<file path="config.mk">
export PLATFORM = sky130hd
export DESIGN_NAME = cfg_txn_ctrl
export DESIGN_NICKNAME = d
export VERILOG_FILES = /design/src/rtl/cfg_txn_ctrl.sv
export SDC_FILE = /design/constraint.sdc
export NUM_CORES = 1
export LEC_CHECK = 0
export ABC_AREA = 1
export BUFFER_PORTS_ARGS = -buffer_cell sky130_fd_sc_hd__buf_4
export CELL_PAD_IN_SITES_DETAIL_PLACEMENT = 0
export CELL_PAD_IN_SITES_GLOBAL_PLACEMENT = 1
export CORE_MARGIN = 5
export CORE_UTILIZATION = 48
export DETAILED_ROUTE_END_ITERATION = 16
export HOLD_SLACK_MARGIN = 0.12
export PLACE_DENSITY = 0.94
export SYNTH_ARGS = -nofsm -noshare
export SYNTH_HDL_FRONTEND = slang
export SYNTH_SLANG_ARGS = --single-unit
</file>
<file path="constraint.sdc">
create_clock -name clk -period 4.05 [get_ports clk]
set_input_delay 0.405 -clock clk [delete_from_list [all_inputs] [get_ports clk]]
set_output_delay 0.405 -clock clk [all_outputs]
set_load 0.02 [all_outputs]
</file>
<file path="src/rtl/cfg_txn_ctrl.sv">
module cfg_txn_ctrl #(
  parameter bit FEATURE_EN = 1'b1,
  parameter int ADDR_W = 12,
  parameter int DB_OSC_NUM = 2,
  parameter int DB_VSENS_NUM = 2,
  parameter logic [DB_OSC_NUM*32-1:0] DB_OSC_RST = {32'd30000000, 32'd25000000},
  parameter logic [DB_VSENS_NUM*32-1:0] DB_VSENS_VAL = {32'd1000000, 32'd900000}
) (
  input  logic              clk,
  input  logic              rst_n,
  input  logic              bus_wr,
  input  logic [ADDR_W-1:0] bus_addr,
  input  logic [31:0]       bus_wdata,
  output logic [31:0]       bus_rdata,
  output logic              shutdown_req,
  output logic              reboot_req
);
  localparam logic [ADDR_W-1:0] OFF_DATA = ADDR_W'(12'hA0);
  localparam logic [ADDR_W-1:0] OFF_CTRL = ADDR_W'(12'hA4);
  localparam logic [ADDR_W-1:0] OFF_STAT = ADDR_W'(12'hA8);
  localparam int MB_N = 6;
  localparam int DBO_W = (DB_OSC_NUM > 1) ? $clog2(DB_OSC_NUM) : 1;
  localparam int DBV_W = (DB_VSENS_NUM > 1) ? $clog2(DB_VSENS_NUM) : 1;
  localparam logic [11:0] MB_LIM = 12'(MB_N);
  localparam logic [11:0] DBO_LIM = 12'(DB_OSC_NUM);
  localparam logic [11:0] DBV_LIM = 12'(DB_VSENS_NUM);
  localparam logic [31:0] MB_VIO = 32'd3300000;
  localparam logic [31:0] CTRL_KEEP = ~32'h800C_0000;
  localparam logic [31:0] MB_RST [MB_N] = '{32'd50000000, 32'd23750000, 32'd24000000,
                                            32'd24000000, 32'd24000000, 32'd24000000};

  logic [31:0] data_q, ctrl_q;
  logic [1:0]  stat_q;
  logic [31:0] mb_osc [MB_N];
  logic [31:0] db_osc [DB_OSC_NUM];
  logic [31:0] db_volt [DB_VSENS_NUM];
  logic        shut_q, reb_q;

  for (genvar g = 0; g < DB_VSENS_NUM; g++) begin : g_volt
    assign db_volt[g] = DB_VSENS_VAL[g*32 +: 32];
  end

  wire sel_data = (bus_addr == OFF_DATA);
  wire sel_ctrl = (bus_addr == OFF_CTRL);
  wire sel_stat = (bus_addr == OFF_STAT);
  wire go       = FEATURE_EN && bus_wr && sel_ctrl && bus_wdata[31];

  wire        t_wr = bus_wdata[30];
  wire [3:0]  dcc  = bus_wdata[29:26];
  wire [5:0]  fn   = bus_wdata[25:20];
  wire [1:0]  site = bus_wdata[17:16];
  wire [3:0]  pos  = bus_wdata[15:12];
  wire [11:0] dev  = bus_wdata[11:0];

  wire base_ok = (dcc == 4'd0) && (pos == 4'd0) && (site[1] == 1'b0);
  wire on_mb   = base_ok && (site == 2'd0);
  wire on_db   = base_ok && (site == 2'd1);
  wire dev0    = (dev == 12'd0);
  wire mb_hit  = on_mb && (dev < MB_LIM);
  wire dbo_hit = on_db && (dev < DBO_LIM);
  wire dbv_hit = on_db && (dev < DBV_LIM);

  wire [2:0]       mb_idx  = dev[2:0];
  wire [DBO_W-1:0] dbo_idx = dev[DBO_W-1:0];
  wire [DBV_W-1:0] dbv_idx = dev[DBV_W-1:0];

  logic        ok, mb_we, dbo_we, shut_n, reb_n;
  logic [31:0] rd_val;

  always_comb begin
    ok = 1'b0; rd_val = '0; mb_we = 1'b0; dbo_we = 1'b0; shut_n = 1'b0; reb_n = 1'b0;
    if (!t_wr) begin
      case (fn)
        6'd1: if (mb_hit) begin ok = 1'b1; rd_val = mb_osc[mb_idx]; end
              else if (dbo_hit) begin ok = 1'b1; rd_val = db_osc[dbo_idx]; end
        6'd2: if (dbv_hit) begin ok = 1'b1; rd_val = db_volt[dbv_idx]; end
              else if (on_mb && dev0) begin ok = 1'b1; rd_val = MB_VIO; end
        default: ok = 1'b0;
      endcase
    end else begin
      case (fn)
        6'd1: begin ok = mb_hit || dbo_hit; mb_we = go && mb_hit; dbo_we = go && dbo_hit; end
        6'd7, 6'd11: ok = on_mb && dev0;
        6'd8: begin ok = on_mb && dev0; shut_n = go && on_mb && dev0; end
        6'd9: begin ok = on_mb && dev0; reb_n = go && on_mb && dev0; end
        default: ok = 1'b0;
      endcase
    end
  end

  always_ff @(posedge clk or negedge rst_n) begin
    if (!rst_n) begin
      data_q <= '0;
      ctrl_q <= '0;
      stat_q <= '0;
      shut_q <= 1'b0;
      reb_q  <= 1'b0;
      for (int i = 0; i < MB_N; i++) mb_osc[i] <= MB_RST[i];
      for (int i = 0; i < DB_OSC_NUM; i++) db_osc[i] <= DB_OSC_RST[i*32 +: 32];
    end else begin
      shut_q <= shut_n;
      reb_q  <= reb_n;
      if (FEATURE_EN && bus_wr) begin
        if (sel_data) data_q <= bus_wdata;
        if (sel_stat) stat_q <= bus_wdata[1:0];
        if (sel_ctrl) ctrl_q <= bus_wdata & CTRL_KEEP;
      end
      if (go) begin
        stat_q <= {~ok, 1'b1};
        if (!t_wr && ok) data_q <= rd_val;
      end
      if (mb_we) mb_osc[mb_idx] <= data_q;
      if (dbo_we) db_osc[dbo_idx] <= data_q;
    end
  end

  assign shutdown_req = shut_q;
  assign reboot_req   = reb_q;
  assign bus_rdata = !FEATURE_EN ? 32'd0 :
                     sel_data ? data_q :
                     sel_ctrl ? ctrl_q :
                     sel_stat ? {30'd0, stat_q} : 32'd0;

  if (FEATURE_EN) begin : g_ast
    AST_LAUNCH_READS_ZERO: assert property (@(posedge clk) disable iff (!rst_n)
      sel_ctrl |-> !bus_rdata[31]);
    AST_DONE_AFTER_LAUNCH: assert property (@(posedge clk) disable iff (!rst_n)
      go |=> stat_q[0]);
    AST_BAD_CTRL_ERRS: assert property (@(posedge clk) disable iff (!rst_n)
      (go && dcc != 4'd0) |=> (stat_q == 2'b11));
    AST_SHUT_CAUSE: assert property (@(posedge clk) disable iff (!rst_n)
      shutdown_req |-> $past(bus_wr && sel_ctrl && bus_wdata[31:30] == 2'b11 && bus_wdata[25:20] == 6'd8));
    AST_REQ_EXCLUSIVE: assert property (@(posedge clk) disable iff (!rst_n)
      !(shutdown_req && reboot_req));
    AST_STAT_MASK: assert property (@(posedge clk) disable iff (!rst_n)
      (bus_wr && sel_stat) |=> (stat_q == $past(bus_wdata[1:0])));
  end else begin : g_ast_off
    AST_OFF_SILENT: assert property (@(posedge clk) disable iff (!rst_n)
      (bus_rdata == 32'd0) && !shutdown_req && !reboot_req);
  end
endmodule

</file>
**Word-level counts from Yosys, hierarchy flattened**

Cells that the tools add are included.

- Register bits after elaboration: 321
- Input port bits: 47
- Output and inout bits: 34
- Word-level logic and storage cells: 106

- Order comparisons: 6
- Eq/ne operators: 10
- Multiplexer cells: 46
- Bitwise logic cells: 4
- Reductions and logical operators: 27

Operators with widths:

| operator | count |
|---|---|
| $mux W32 | 18 |
| $bwmux W192 | 1 |
| $bmux W32 S3 | 1 |
| $demux W32 S3 | 1 |
| $bwmux W64 | 1 |
| $pmux W32 S2 | 1 |
| $eq A12 B8 Y1 const B | 3 |
| $demux W32 S1 | 1 |
| $mux W31 | 1 |
| $mux W22 | 1 |
| $eq A6 B4 Y1 const B | 3 |
| $mux W18 | 1 |
| $logic_and A1 B1 Y1 | 16 |
| $mux W1 | 13 |
| $logic_not A12 Y1 | 1 |
| $lt A12 B2 Y1 const B | 1 |
| $lt A12 B3 Y1 const B | 1 |
| $logic_not A4 Y1 | 2 |
| $mux W2 | 4 |
| $eq A6 B1 Y1 const B | 1 |
| $eq A6 B2 Y1 const B | 1 |
| $eq A6 B3 Y1 const B | 1 |
| $ge A4 B4 Y1 const B | 1 |
| $lt A4 B1 Y1 const B | 1 |
| other kinds (13) | 17 |

**Depth between registers and ports, before layout**

- Word-level depth: 12
- Depth in mapped cells: 13
- Gate-level depth less buffers: 12

**Least setup slack after synthesis**

No wires, ideal clock.

- Path kind: input-to-output
- From: in bus_addr[6]
- To: out bus_rdata[10]
- Arrival: 1.709 ns
- Data required time: 3.645 ns
- Setup slack: 1.936 ns
- Stages on the path: 7
- Path buffers: 2
- Cells stage by stage: nor2_1 > nand3_1 > nor3_2 > clkbuf_1 > buf_1 > nand2_1 > o21ai_0

- Cells in the longest elaborated chain, start to end: 3
- Elaborated cells between the ends (all ways): 4
- Classes of those cells: 2 x eq/ne; 2 x mux

RTL lines:

| element | RTL line | text |
|---|---|---|
| start, declared | 12 | `input logic [ADDR_W-1:0] bus_addr,` |
| $eq A12 B8 Y1 | 44 | `wire sel_ctrl = (bus_addr == OFF_CTRL);` |
| $mux W31 | 121 | `sel_ctrl ? ctrl_q :` |
| $mux W32 (*) | 120 | `sel_data ? data_q :` |
| end, declared | 14 | `output logic [31:0] bus_rdata,` |

Every way passes the cells marked *; elsewhere a longest branch is shown, timed or not.

**Worst setup path in the final report**

- From: in bus_wdata[12]
- To: reg mb_osc[65] (netlist bit)

- Cells in the longest elaborated chain, start to end: 8

RTL lines:

| element | RTL line | text |
|---|---|---|
| start, declared | 13 | `input logic [31:0] bus_wdata,` |
| $logic_not A4 Y1 | 55 | `wire base_ok = (dcc == 4'd0) && (pos == 4'd0) && (site[1] == 1'b0);` |
| $logic_and A1 B1 Y1 (2 in series) | 55 |  |
| $logic_and A1 B1 Y1 | 56 | `wire on_mb = base_ok && (site == 2'd0);` |
| $logic_and A1 B1 Y1 | 59 | `wire mb_hit = on_mb && (dev < MB_LIM);` |
| $logic_and A1 B1 Y1 | 82 | `6'd1: begin ok = mb_hit \|\| dbo_hit; mb_we = go && mb_hit; dbo_we = go && dbo_hit; end` |
| $mux W1 | 81 | `case (fn)` |
| $mux W1 | 72 | `if (!t_wr) begin` |
| end signal, assigned by index | 112 | `if (mb_we) mb_osc[mb_idx] <= data_q;` |
| end, declared | 34 | `logic [31:0] mb_osc [MB_N];` |

Every way passes these cells.
A chain may end at the register's enable or synchronous reset.

==> impl_metrics.yaml <==
synthesis:
  ys_seq_area_share_pct: 51.4
  postSynthCellCount: 2026
  ys.flop_type: "dfrtp_1"
  ys_ff_latch: 321
  syn_nets: 2073
  ys_warn_count: 0
  synthesis.area_um2: 15800
  synth-edff-count: 0
  async_flop_share_pct: 100
  yosysUniqueCellTypes: 37
  synth.avg_cell_area_um2: 7.82
grt:
  grt_max_degree: 109
  grt_pass1_wl_um: 77100
  overflow: 0
  first_global_vias: 13611
  track_usage_pct: 26.8
  antenna_found_initial: 0
min_path:
  min-delay-start: "bus_wdata[20]"
  min_to: "shutdown_req$_DFF_PN0_"
  hold_class: "in -> reg"
  holdPathStages: 2
drt:
  wl_um: 48300
  drc: 0
  postRouteAntennaNets: 0
  routed_via_density: 5.48
  drtPass1Iterations: 6
  wire_per_inst_um: 19.1
  vias: 13889
  drtIter0Drc: 1379
cts:
  htreeDepth: 2
  clockBufferDepth: 3
  clock_latency_ns: 0.51
  cts_tree: "built"
  clock-sinks: 321
  cts.clk_slew.worst_paths_ns: 0.06
  root_buffer: "clkbuf_16"
  cts_buffers: 35
  post_cts_buffers: 0
setup_path:
  path_max_fanout: 36
  path_delay_family: "simple AND/OR/NAND/NOR gates"
  crit_path_start_kind: "input pin"
  crit-reg2reg-launch: "mb_osc[45]$_DFFE_PN1P_"
  cp_cell_sequence: "buf_4 > nor2_1 > nand3_2 > nor2_1 > nand2_1 > nor2_4 > buf_4 > inv_2 > nor2_2 > nand3_2 > buf_4 > o21ai_1 > inv_1"
  cp.arrival_ns: 2.94
  rr_endpoint: "data_q[13]$_DFF_PN0_"
  crit_required_ns: 4.45
  endpoint_kind: "register"
  path_common_cell: "buf_4"
  r2r_slack_ns: 2.54
  reg2regPathDepth: 8
  worst-path-buf-inv: 5
  cpMaxStageDelayCell: "buf_4"
  crit_type: "in -> reg"
  slowest_delay_ns: 0.41
sta:
  drv_slew: 0
  timing_hold_violations_final: 0
  relSlewSlack_pct: 23.5
  fin_crit_ns: 2.54
  rsz0062_at_grt: "false"
  tightest_slew_ns: 1.14
  finalSetupViolCount: 0
  finalSetupTns_ns: 0
  finClkSkew_ns: 0.00517
  min_period_over_period_pct: 62.7
  fmax_ghz: 0.394
finish:
  fin_nets: 2114
  drive_gt1_share_pct: 16.1
  area_growth_pct: 13.4
  antennaDiodeCount: 0
power_and_ir_drop:
  finalPower_mw: 6.68
  p_per_area_nw_per_um2: 372
  ir_drop_mv: 0.346
  cellLeakagePower_nw: 8.23
floorplanning:
  io_pins: 81
  core_region_area_um2: 32500
  die_w_um: 192
  row_count: 66
  start_util_pct: 48.7
  dieArea_um2: 36800
  die_y_um: 192
placed_design:
  gp_congestion: 0.904
  port_buffers: 80
  hpwl_um: 30400
status:
  outcome: "finished, final reports clean"
flow_run:
  drv_cap: 0
logic make-up (layout without fill, tap and decap cells):
| logic type | after synthesis | in the layout | synth area share (%) |
|---|---|---|---|
| compound gates | 497 | 497 | 16.7 |
| buf+inv | 366 | 433 | 9.31 |
| flops | 321 | 321 | 51.4 |
| simple gates | 842 | 842 | 22.6 |
sequential cells by signal (all words and copies together), names as in the netlist:
| name | flops |
|---|---|
| ctrl_q | 29 |
| data_q | 32 |
| db_osc | 64 |
| mb_osc | 192 |
| reboot_req | 1 |
| shutdown_req | 1 |
| stat_q | 2 |
cell type report:
cell class / count / area (um^2)
multi-input combinational: 1339 / 6240
fill: 3038 / 14600
inverter: 245 / 920
clock inverter: 6 / 30.0
clock buffer: 57 / 1100
tap: 442 / 553
sequential: 321 / 8140
timing repair buffer: 125 / 986
metrics by stage:
step	std cells	hold WS [ns]	cell area [um^2]	util, %	setup slack (ns)
final	2535	0.139	18000	55.2	1.51
after global routing	2535	0.125	18000	55.2	1.39
after CTS	2535	0.123	18000	55.2	1.55
after detailed placement	2471	0.463	16800	51.7	1.07
after global placement	2471	0.459	16800	51.7	1.09
after floorplan	2026	0.109	15800	-	1.94
placed cells by master (no fill, tap or decap), types with 2 or more instances in the layout:
cell	instances
nand2_1	580
inv_1	239
dfrtp_1	235
o21ai_1	223
o21ai_0	169
buf_4	120
nor2_1	118
dfstp_2	86
nand3_1	55
a21oi_1	46
clkbuf_16	37
nand4_1	30
o21ai_2	24
o22ai_1	21
or2_2	16
o2111ai_1	10
clkbuf_8	10
clkbuf_1	10
nand3_2	8
nand3b_1	8
nor3_1	6
clkinv_2	6
inv_2	5
nand2_2	5
nand3_4	4
nor2_2	3
buf_12	3
nor3_4	2
a22oi_1	2
nor2_4	2
worst register-to-register path, delay by kind of cell, from the launching register on:
family             cells  cell delay, ns
AOI/OAI and AO/OA      2            0.33
and+or+nand+nor        6            0.58
DFF                    1            0.53
worst max path at each step:
stage | start | endpoint | slack [ns] | cells past startpoint
CTS | bus_addr[6] | bus_rdata[20] | 1.55 | 8
finish | bus_wdata[12] | mb_osc[65]$_DFFE_PN0P_ | 1.51 | 13
detailed placement | bus_wdata[12] | mb_osc[68]$_DFFE_PN0P_ | 1.07 | 13
global placement | bus_wdata[12] | mb_osc[140]$_DFFE_PN0P_ | 1.09 | 13
floorplan | bus_addr[6] | bus_rdata[10] | 1.94 | 7
global route | bus_addr[6] | bus_rdata[3] | 1.39 | 8
Yosys cell counts (2+ instances only):
master	n	area, um^2
nor2_2	3	18.8
nand3_4	4	70.1
inv_1	240	901
nand2_1	582	2180
or2_2	16	100
dfrtp_1	235	5880
nor3_2	2	20.0
nor3_1	6	30.0
o21ai_1	223	1120
nand3b_1	8	60.1
inv_2	4	15.0
nand4_1	30	188
o22ai_1	21	131
nor2_4	2	22.5
dfstp_2	86	2260
buf_2	48	240
buf_4	3	22.5
nor2_1	118	443
a21oi_1	46	230
buf_6	4	45.0
clkbuf_1	61	229
nand3_2	8	80.1
buf_1	5	18.8
nand3_1	55	275
o21ai_0	169	846
a22oi_1	2	15.0
o21ai_2	24	210
o2111ai_1	10	87.6
nand2_2	3	18.8
metal layers:
layer / routed length, um / GRT usage [%] / share of wire [%]
met1: 21500 / 38.1 / 45
met2: 22000 / 42.6 / 46
met3: 3310 / 4.07 / 6.8
met4: 1430 / 8.70 / 3.0
met5: 0 / 0 / 0
repair_timing:
| action | 4_1_cts | 5_1_grt |
|---|---|---|
| hold buffers | 1 | 0 |
| gates resized for setup | 0 | 0 |
| endpoints found under the hold margin | 74 | 0 |
| endpoints found under the setup margin | 0 | 0 |
power by group:
part           internal (mW)  leakage, nW  switching (mW)
registers               3.21         3.94         0.00242
clock network           1.86        0.563            1.28
logic                 0.0866         3.72           0.240
total                   5.16         8.23            1.52
No activity file was read; power rests on OpenSTA's default activity.
